### config.mk
export PLATFORM = sky130hd
export DESIGN_NAME = evt_count_unit
export DESIGN_NICKNAME = d
export VERILOG_FILES = /design/src/rtl/ecu_pkg.sv /design/src/rtl/ecu_evt_match.sv /design/src/rtl/ecu_counter.sv /design/src/rtl/ecu_irq_ctrl.sv /design/src/rtl/evt_count_unit.sv
export SDC_FILE = /design/constraint.sdc
export NUM_CORES = 2
export LEC_CHECK = 0
export BUFFER_PORTS_ARGS = -buffer_cell sky130_fd_sc_hd__clkbuf_2
export CORE_UTILIZATION = 40
export CTS_BUF_LIST = sky130_fd_sc_hd__clkbuf_8
export DETAILED_ROUTE_END_ITERATION = 7
export PLACE_DENSITY = 0.6
export SLEW_MARGIN = 20
export SYNTH_ARGS = -nofsm -noshare
export SYNTH_HDL_FRONTEND = slang
export SYNTH_SLANG_ARGS = --single-unit
### constraint.sdc
create_clock -name clk -period 3.43 [get_ports clk]
set_input_delay 0.8575 -clock clk [delete_from_list [all_inputs] [get_ports clk]]
set_output_delay 0.8575 -clock clk [all_outputs]
set_load 0.05 [all_outputs]
### src/rtl/ecu_pkg.sv
package ecu_pkg;
   localparam logic [15:0] OFS_CFG      = 16'h0534;
   localparam logic [15:0] OFS_CTRL     = 16'h1C00;
   localparam logic [15:0] OFS_CNT_EN   = 16'h1C04;
   localparam logic [15:0] OFS_IRQ_MASK = 16'h1C70;
   localparam logic [15:0] OFS_IRQ_STAT = 16'h1C78;
   localparam logic [15:0] OFS_IRQ_CLR  = 16'h1C7C;
   localparam logic [15:0] OFS_SEL_BASE = 16'h1C80;
   localparam logic [15:0] OFS_VERSION  = 16'h1CF0;
   localparam logic [15:0] OFS_CNT_BASE = 16'h1D00;

   localparam int CNT_STRIDE    = 8;
   localparam int SEL_STRIDE    = 4;
   localparam int CODES_PER_SEL = 4;
   localparam int CODE_W        = 8;
   localparam int CFG_PM_BIT    = 9;
   localparam int NUM_PORT      = 2;

   localparam logic [CODE_W-1:0] EV_CYCLES = 8'h00;
   localparam logic [CODE_W-1:0] EV_P1_WR  = 8'h61;
   localparam logic [CODE_W-1:0] EV_P1_RD  = 8'h62;
   localparam logic [CODE_W-1:0] EV_P0_WR  = 8'hE1;
   localparam logic [CODE_W-1:0] EV_P0_RD  = 8'hE2;
endpackage

### src/rtl/ecu_evt_match.sv
module ecu_evt_match
   import ecu_pkg::*;
(
   input  logic [CODE_W-1:0]   code,
   input  logic [NUM_PORT-1:0] wr_strb,
   input  logic [NUM_PORT-1:0] rd_strb,
   output logic                hit
);
   always_comb begin
      case (code)
         EV_CYCLES: hit = 1'b1;
         EV_P0_WR:  hit = wr_strb[0];
         EV_P0_RD:  hit = rd_strb[0];
         EV_P1_WR:  hit = wr_strb[1];
         EV_P1_RD:  hit = rd_strb[1];
         default:   hit = 1'b0;
      endcase
   end
endmodule

### src/rtl/ecu_counter.sv
module ecu_counter #(
   parameter int CNT_W = 64
) (
   input  logic             clk,
   input  logic             rst_n,
   input  logic             glob_en,
   input  logic             cnt_en,
   input  logic             evt_hit,
   input  logic             sw_wr,
   input  logic [CNT_W-1:0] sw_data,
   output logic [CNT_W-1:0] cnt_q,
   output logic             wrap
);
   logic step;

   assign step = glob_en & cnt_en & evt_hit & ~sw_wr;
   assign wrap = step & (&cnt_q);

   always_ff @(posedge clk or negedge rst_n) begin
      if (!rst_n)      cnt_q <= '0;
      else if (sw_wr)  cnt_q <= sw_data;
      else if (step)   cnt_q <= cnt_q + 1'b1;
   end

   a_r3_global_hold: assert property (@(posedge clk) disable iff (!rst_n)
      (!glob_en && !sw_wr) |=> $stable(cnt_q));
   a_r4_local_hold: assert property (@(posedge clk) disable iff (!rst_n)
      (!cnt_en && !sw_wr) |=> $stable(cnt_q));
   a_r6_no_event_hold: assert property (@(posedge clk) disable iff (!rst_n)
      (!evt_hit && !sw_wr) |=> $stable(cnt_q));
   a_r11_write_wins: assert property (@(posedge clk) disable iff (!rst_n)
      sw_wr |=> (cnt_q == $past(sw_data)));
   a_r7_wrap_to_zero: assert property (@(posedge clk) disable iff (!rst_n)
      wrap |=> (cnt_q == '0));
endmodule

### src/rtl/ecu_irq_ctrl.sv
module ecu_irq_ctrl #(
   parameter int NUM_CNT = 8
) (
   input  logic               clk,
   input  logic               rst_n,
   input  logic [NUM_CNT-1:0] wrap,
   input  logic               clr_wr,
   input  logic [NUM_CNT-1:0] clr_bits,
   input  logic [NUM_CNT-1:0] mask,
   output logic [NUM_CNT-1:0] status_q,
   output logic               irq
);
   logic [NUM_CNT-1:0] clr_eff;

   assign clr_eff = clr_wr ? clr_bits : '0;

   always_ff @(posedge clk or negedge rst_n) begin
      if (!rst_n) begin
         status_q <= '0;
         irq      <= 1'b0;
      end else begin
         status_q <= wrap | (status_q & ~clr_eff);
         irq      <= |(status_q & ~mask);
      end
   end

   a_r7_wrap_sets: assert property (@(posedge clk) disable iff (!rst_n)
      (wrap != '0) |=> ((status_q & $past(wrap)) == $past(wrap)));
   a_r7_sticky: assert property (@(posedge clk) disable iff (!rst_n)
      !clr_wr |=> ((status_q & $past(status_q)) == $past(status_q)));
   a_r10_irq_source: assert property (@(posedge clk) disable iff (!rst_n)
      irq |-> ($past(status_q) != '0));
   a_r9_masked_quiet: assert property (@(posedge clk) disable iff (!rst_n)
      ((status_q & ~mask) == '0) |=> !irq);
endmodule

### src/rtl/evt_count_unit.sv
module evt_count_unit
   import ecu_pkg::*;
#(
   parameter int          NUM_CNT = 8,
   parameter int          CNT_W   = 64,
   parameter int          ADDR_W  = 16,
   parameter logic [31:0] VERSION = 32'h0000_0130
) (
   input  logic                clk,
   input  logic                rst_n,
   input  logic                reg_wr,
   input  logic [ADDR_W-1:0]   reg_addr,
   input  logic [63:0]         reg_wdata,
   output logic [63:0]         reg_rdata,
   input  logic [NUM_PORT-1:0] evt_wr_strb,
   input  logic [NUM_PORT-1:0] evt_rd_strb,
   output logic                irq
);
   localparam int NUM_SEL = NUM_CNT / CODES_PER_SEL;

   if (NUM_CNT % CODES_PER_SEL != 0 || NUM_CNT < CODES_PER_SEL || NUM_CNT > 32) begin : g_bad_num_cnt
      $error("NUM_CNT must be a multiple of 4 between 4 and 32");
   end
   if (CNT_W < 2 || CNT_W > 64) begin : g_bad_cnt_w
      $error("CNT_W must lie between 2 and 64");
   end
   if (ADDR_W < 16) begin : g_bad_addr_w
      $error("ADDR_W must be at least 16");
   end

   logic                 run_q;
   logic [NUM_CNT-1:0]   en_q;
   logic [NUM_CNT-1:0]   mask_q;
   logic                 pm_ovr_q;
   logic [31:0]          sel_q [NUM_SEL];
   logic [CNT_W-1:0]     cnt_q [NUM_CNT];
   logic [NUM_CNT-1:0]   cnt_wr;
   logic [NUM_CNT-1:0]   hit;
   logic [NUM_CNT-1:0]   wrap;
   logic [NUM_CNT-1:0]   status;
   logic                 clr_wr;

   function automatic logic at(input logic [ADDR_W-1:0] a, input int ofs);
      return a == ADDR_W'(ofs);
   endfunction

   assign clr_wr = reg_wr && at(reg_addr, int'(OFS_IRQ_CLR));

   always_ff @(posedge clk or negedge rst_n) begin
      if (!rst_n) begin
         run_q    <= 1'b0;
         en_q     <= '0;
         mask_q   <= '1;
         pm_ovr_q <= 1'b0;
         for (int s = 0; s < NUM_SEL; s++) sel_q[s] <= '0;
      end else if (reg_wr) begin
         if (at(reg_addr, int'(OFS_CTRL)))     run_q    <= reg_wdata[0];
         if (at(reg_addr, int'(OFS_CNT_EN)))   en_q     <= reg_wdata[NUM_CNT-1:0];
         if (at(reg_addr, int'(OFS_IRQ_MASK))) mask_q   <= reg_wdata[NUM_CNT-1:0];
         if (at(reg_addr, int'(OFS_CFG)))      pm_ovr_q <= reg_wdata[CFG_PM_BIT];
         for (int s = 0; s < NUM_SEL; s++) begin
            if (at(reg_addr, int'(OFS_SEL_BASE) + SEL_STRIDE * s)) sel_q[s] <= reg_wdata[31:0];
         end
      end
   end

   for (genvar i = 0; i < NUM_CNT; i++) begin : g_cnt
      localparam int SEL_IDX = i / CODES_PER_SEL;
      localparam int LANE    = CODE_W * (i % CODES_PER_SEL);

      assign cnt_wr[i] = reg_wr && at(reg_addr, int'(OFS_CNT_BASE) + CNT_STRIDE * i);

      ecu_evt_match u_match (
         .code    (sel_q[SEL_IDX][LANE +: CODE_W]),
         .wr_strb (evt_wr_strb),
         .rd_strb (evt_rd_strb),
         .hit     (hit[i])
      );

      ecu_counter #(.CNT_W(CNT_W)) u_cnt (
         .clk     (clk),
         .rst_n   (rst_n),
         .glob_en (run_q),
         .cnt_en  (en_q[i]),
         .evt_hit (hit[i]),
         .sw_wr   (cnt_wr[i]),
         .sw_data (reg_wdata[CNT_W-1:0]),
         .cnt_q   (cnt_q[i]),
         .wrap    (wrap[i])
      );
   end

   ecu_irq_ctrl #(.NUM_CNT(NUM_CNT)) u_irq (
      .clk      (clk),
      .rst_n    (rst_n),
      .wrap     (wrap),
      .clr_wr   (clr_wr),
      .clr_bits (reg_wdata[NUM_CNT-1:0]),
      .mask     (mask_q),
      .status_q (status),
      .irq      (irq)
   );

   always_comb begin
      reg_rdata = '0;
      if (at(reg_addr, int'(OFS_CTRL)))     reg_rdata[0] = run_q;
      if (at(reg_addr, int'(OFS_CNT_EN)))   reg_rdata[NUM_CNT-1:0] = en_q;
      if (at(reg_addr, int'(OFS_IRQ_MASK))) reg_rdata[NUM_CNT-1:0] = mask_q;
      if (at(reg_addr, int'(OFS_IRQ_STAT))) reg_rdata[NUM_CNT-1:0] = status;
      if (at(reg_addr, int'(OFS_VERSION)))  reg_rdata[31:0] = VERSION;
      if (at(reg_addr, int'(OFS_CFG)))      reg_rdata[CFG_PM_BIT] = pm_ovr_q;
      for (int s = 0; s < NUM_SEL; s++) begin
         if (at(reg_addr, int'(OFS_SEL_BASE) + SEL_STRIDE * s)) reg_rdata[31:0] = sel_q[s];
      end
      for (int c = 0; c < NUM_CNT; c++) begin
         if (at(reg_addr, int'(OFS_CNT_BASE) + CNT_STRIDE * c)) reg_rdata = 64'(cnt_q[c]);
      end
   end

   a_r8_clear_one: assert property (@(posedge clk) disable iff (!rst_n)
      (clr_wr && (wrap == '0)) |=> ((status & $past(reg_wdata[NUM_CNT-1:0])) == '0));
endmodule

==> run_results.csv <==
group,metric,value,unit
timing,period_share,123,%
synthesis,postSynthCellCount,4644,
synthesis,synth_top_area_share,38.9,%
setup_path,timing.critical_path.to_type,"output port",
detailed_routing,firstDrtPassIters,6,
synthesis,synth_fa_ha_area_share,0.261,%
detailed_routing,via_count,39500,
die,die_w,311,microns
finish,fin_nets,5153,
synthesis,ys.flop_type,"dfrtp_1",
setup_path,crit_required,2.57,ns
power,p_sw_share,25.5,%
detailed_routing,detail-route-antenna-nets,0,
setup_path,path_buf_inv,4,
synthesis,ys_seq_area_share,39.4,%
placed_design,place.detailed.hpwl,125000,microns
timing,hold_viol_final,0,
synthesis,synth_common_cells,"687 x nor2_1, 595 x dfrtp_1, 502 x a21oi_1",
placed_design,dp.cells,6139,
clock_tree,cts_max_level,3,
synthesis,synth_xor_area_share,11.2,%
finish,stdcell_count,6413,
timing,fmax,0.238,GHz
die,die_h,311,microns
clock_tree,cts_buffers,106,
flow_run,max-cap-violations,0,
clock_tree,cts_hold_buf,0,
synthesis,synth-simple-area-share,24.2,%
setup_path,arrival,3.35,ns
power,comb_power_share,5.0,%
synthesis,synth_area,38300,sq um
grt,grt_overflow,0,
grt,grt_usage,34.4,%
detailed_routing,drc,0,
timing,fin_ws,-0.777,ns
synthesis,synth_top_family_by_area,"simple AND/OR/NAND/NOR gates",
grt,grt_antenna_before_repair,9,
timing,setup_viol,64,
status,outcome,"finished, violations left",
synthesis,synth_enable_flop_cells,0,
synthesis,syn-num-nets,4739,
die,rows,113,
finish,fillCellCount,8425,
timing,worst_slew_pin_slew,0.898,ns
clock_tree,clock_latency,0.78,ns
timing,fin_crit,4.21,ns
timing,fin_worst_skew,0.0494,ns
die,core_area,94900,sq um
synthesis,ys_types,88,
power,power_frac_seq,46.1,%
die,start_util,40.4,%
synthesis,synth-seq-cells,603,
synthesis,synth.avg_cell_area,8.25,sq um
die,ios,152,
setup_path,cp_slowest_cell,"o211ai_1",
placed_design,gp_congestion,1.06,
setup_path,path_delay_family,"compound AO/OA/AOI/OAI gates",
synthesis,yosysWarnings,0,
clock_tree,cts_tree,"built",
clock_tree,cts_sinks,603,
timing,setup-tns-final,-40.95,ns
clock_tree,cts.path.max_buffers,3,
synthesis,synth_compound_area_share,17.7,%
clock_tree,path_clk_slew,0.06,ns
grt,grt_max_degree,114,
grt,grt_pass1_vias,36900,
setup_path,path_class,"primary input to output port",
placed_design,port_buffers,151,
timing,drv_slew,0,
finish,area_delta_synth_final,34.5,%
setup_path,slowest_delay,0.72,ns
setup_path,path_max_fanout,3,
power,peakVddDrop,0.278,mV
clock_tree,root_buffer,"clkbuf_8",
power,p_leak,21.1,nW
min_path,hold_class,"primary input to async pin",
power,p_per_area,300,nW/um^2
synthesis,synth_top_area_cell,"dfrtp_1",
setup_path,worstSetupStartpointType,"primary input",
power,p_int,11.5,mW
placed_design,place_area,45300,sq um
status,violations,"setup timing",
synthesis,yosysMostFrequentCell,"nor2_1",
detailed_routing,drtIter0Drc,5070,
detailed_routing,drt-vias-per-instance,6.16,
timing,relSlewSlack,39.9,%
power,clkPwrFrac,48.8,%
synthesis,yosys-top-cells-area,"dfrtp_1 39%, xnor2_1 8.0%, nor2_1 6.7%",
setup_path,cp_cell_sequence,"buf_6 > or4b_4 > buf_6 > nor2_4 > nand2_2 > o211ai_1 > buf_4 > o211ai_1 > a31oi_4 > buf_12",
finish,drive_gt1_share,26.5,%
detailed_routing,routedWlPerCell,27.1,microns
synthesis,synth_mux_area_share,2.68,%
finish,final_area,51500,sq um
timing,grt_setup_unrepaired,"true",
detailed_routing,routed_wl,174000,microns
synthesis,synthArstFlopShare,100,%
die,dieArea,97000,sq um
power,switchingPower,3.94,mW
grt,grt_first_pass_wirelength,249000,microns
-- cell type report --
class                   instances  area [sq um]  share of cell area [%]
clock inverters                55           470                   0.913
clock buffers                 138          1900                    3.69
inverters                     106           398                   0.773
repair buffers                631          7190                    14.0
multi-input cells            3610         24800                    48.2
well taps                    1265          1580                    3.07
flip-flops and latches        603         15100                    29.3
diodes                          5          12.5                  0.0243
-- what timing repair did --
action                     CTS  global route
setup buffers               64            42
gates resized for setup    354           248
cloned                      14            12
pin swaps                  122           106
setup endpoints to repair   64            64
-- sequential cells by signal, summed over array words and instances, names as in the netlist --
| name | flops |
|---|---|
| en_q | 8 |
| g_cnt.u_cnt.cnt_q | 512 |
| mask_q | 8 |
| pm_ovr_q | 1 |
| run_q | 1 |
| sel_q | 64 |
| u_irq.irq | 1 |
| u_irq.status_q | 8 |
-- worst paths after layout --
check	start	to	slack, ns	cells after the start
setup / recovery	reg_addr[9]	reg_rdata[31]	-0.78	10
hold / removal	rst_n	g_cnt[7].u_cnt.cnt_q[49]$_DFFE_PN0P_	0.05	1
setup reg to reg	g_cnt[6].u_cnt.cnt_q[3]$_DFFE_PN0P_	g_cnt[6].u_cnt.cnt_q[55]$_DFFE_PN0P_	0.35	7
hold reg to reg	mask_q[2]$_DFFE_PN1P_	mask_q[2]$_DFFE_PN1P_	0.50	2
max in group asynchronous	rst_n	u_irq.irq$_DFF_PN0_	2.30	2
min in group clk	mask_q[2]$_DFFE_PN1P_	mask_q[2]$_DFFE_PN1P_	0.50	2
-- cell families after synthesis --
| family | after synthesis |
|---|---|
| AO/OA/AOI/OAI | 1120 |
| adder cells (fa/ha/maj) | 8 |
| flip-flops | 603 |
| AND/OR/NAND/NOR | 1899 |
| multiplexers | 94 |
| XOR/XNOR | 489 |
| buffers and inverters | 431 |
-- layer usage --
metal | routed length (microns) | track usage [%] | share of wire, %
met5 | 61 | 0 | 0.035
met4 | 9440 | 16.1 | 5.4
met3 | 21500 | 8.82 | 12
met2 | 73600 | 50.4 | 42
met1 | 69200 | 47.1 | 40
-- power groups by stage --
stage | registers, mW | logic, mW | clock network, mW
after floorplan | 7.25 | 0.194 | 0
after global placement | 7.25 | 0.696 | 0
after detailed placement | 7.25 | 0.695 | 0
after CTS | 7.13 | 0.739 | 7.62
after global routing | 7.12 | 0.804 | 7.91
final | 7.13 | 0.780 | 7.55
-- placed cells by master, fill, tap and decap left out, types with 138 or more instances in the layout --
cell type and count:
xor2_1 139, nand2_1 369, xnor2_1 350, nor3_1 139
buf_4 299, buf_12 142, o21ai_0 172, a21oi_1 456
clkbuf_8 139, nand3_1 202, nor2_1 671, inv_1 138
dfrtp_1 595
-- through the flow --
stage               setup slack (ns)  power (mW)  utilization (%)  hold slack [ns]
finish                        -0.777        15.5             54.3           0.0468
global route                  -0.778        15.8             54.3           0.0417
CTS                           -0.664        15.5             52.6          0.00782
detailed placement            -0.875        7.95             47.8            0.493
global placement              -0.875        7.95             47.8            0.480
floorplan                     -0.211        7.45                -            0.466
Note: power is estimated with default switching activity, not from simulation.
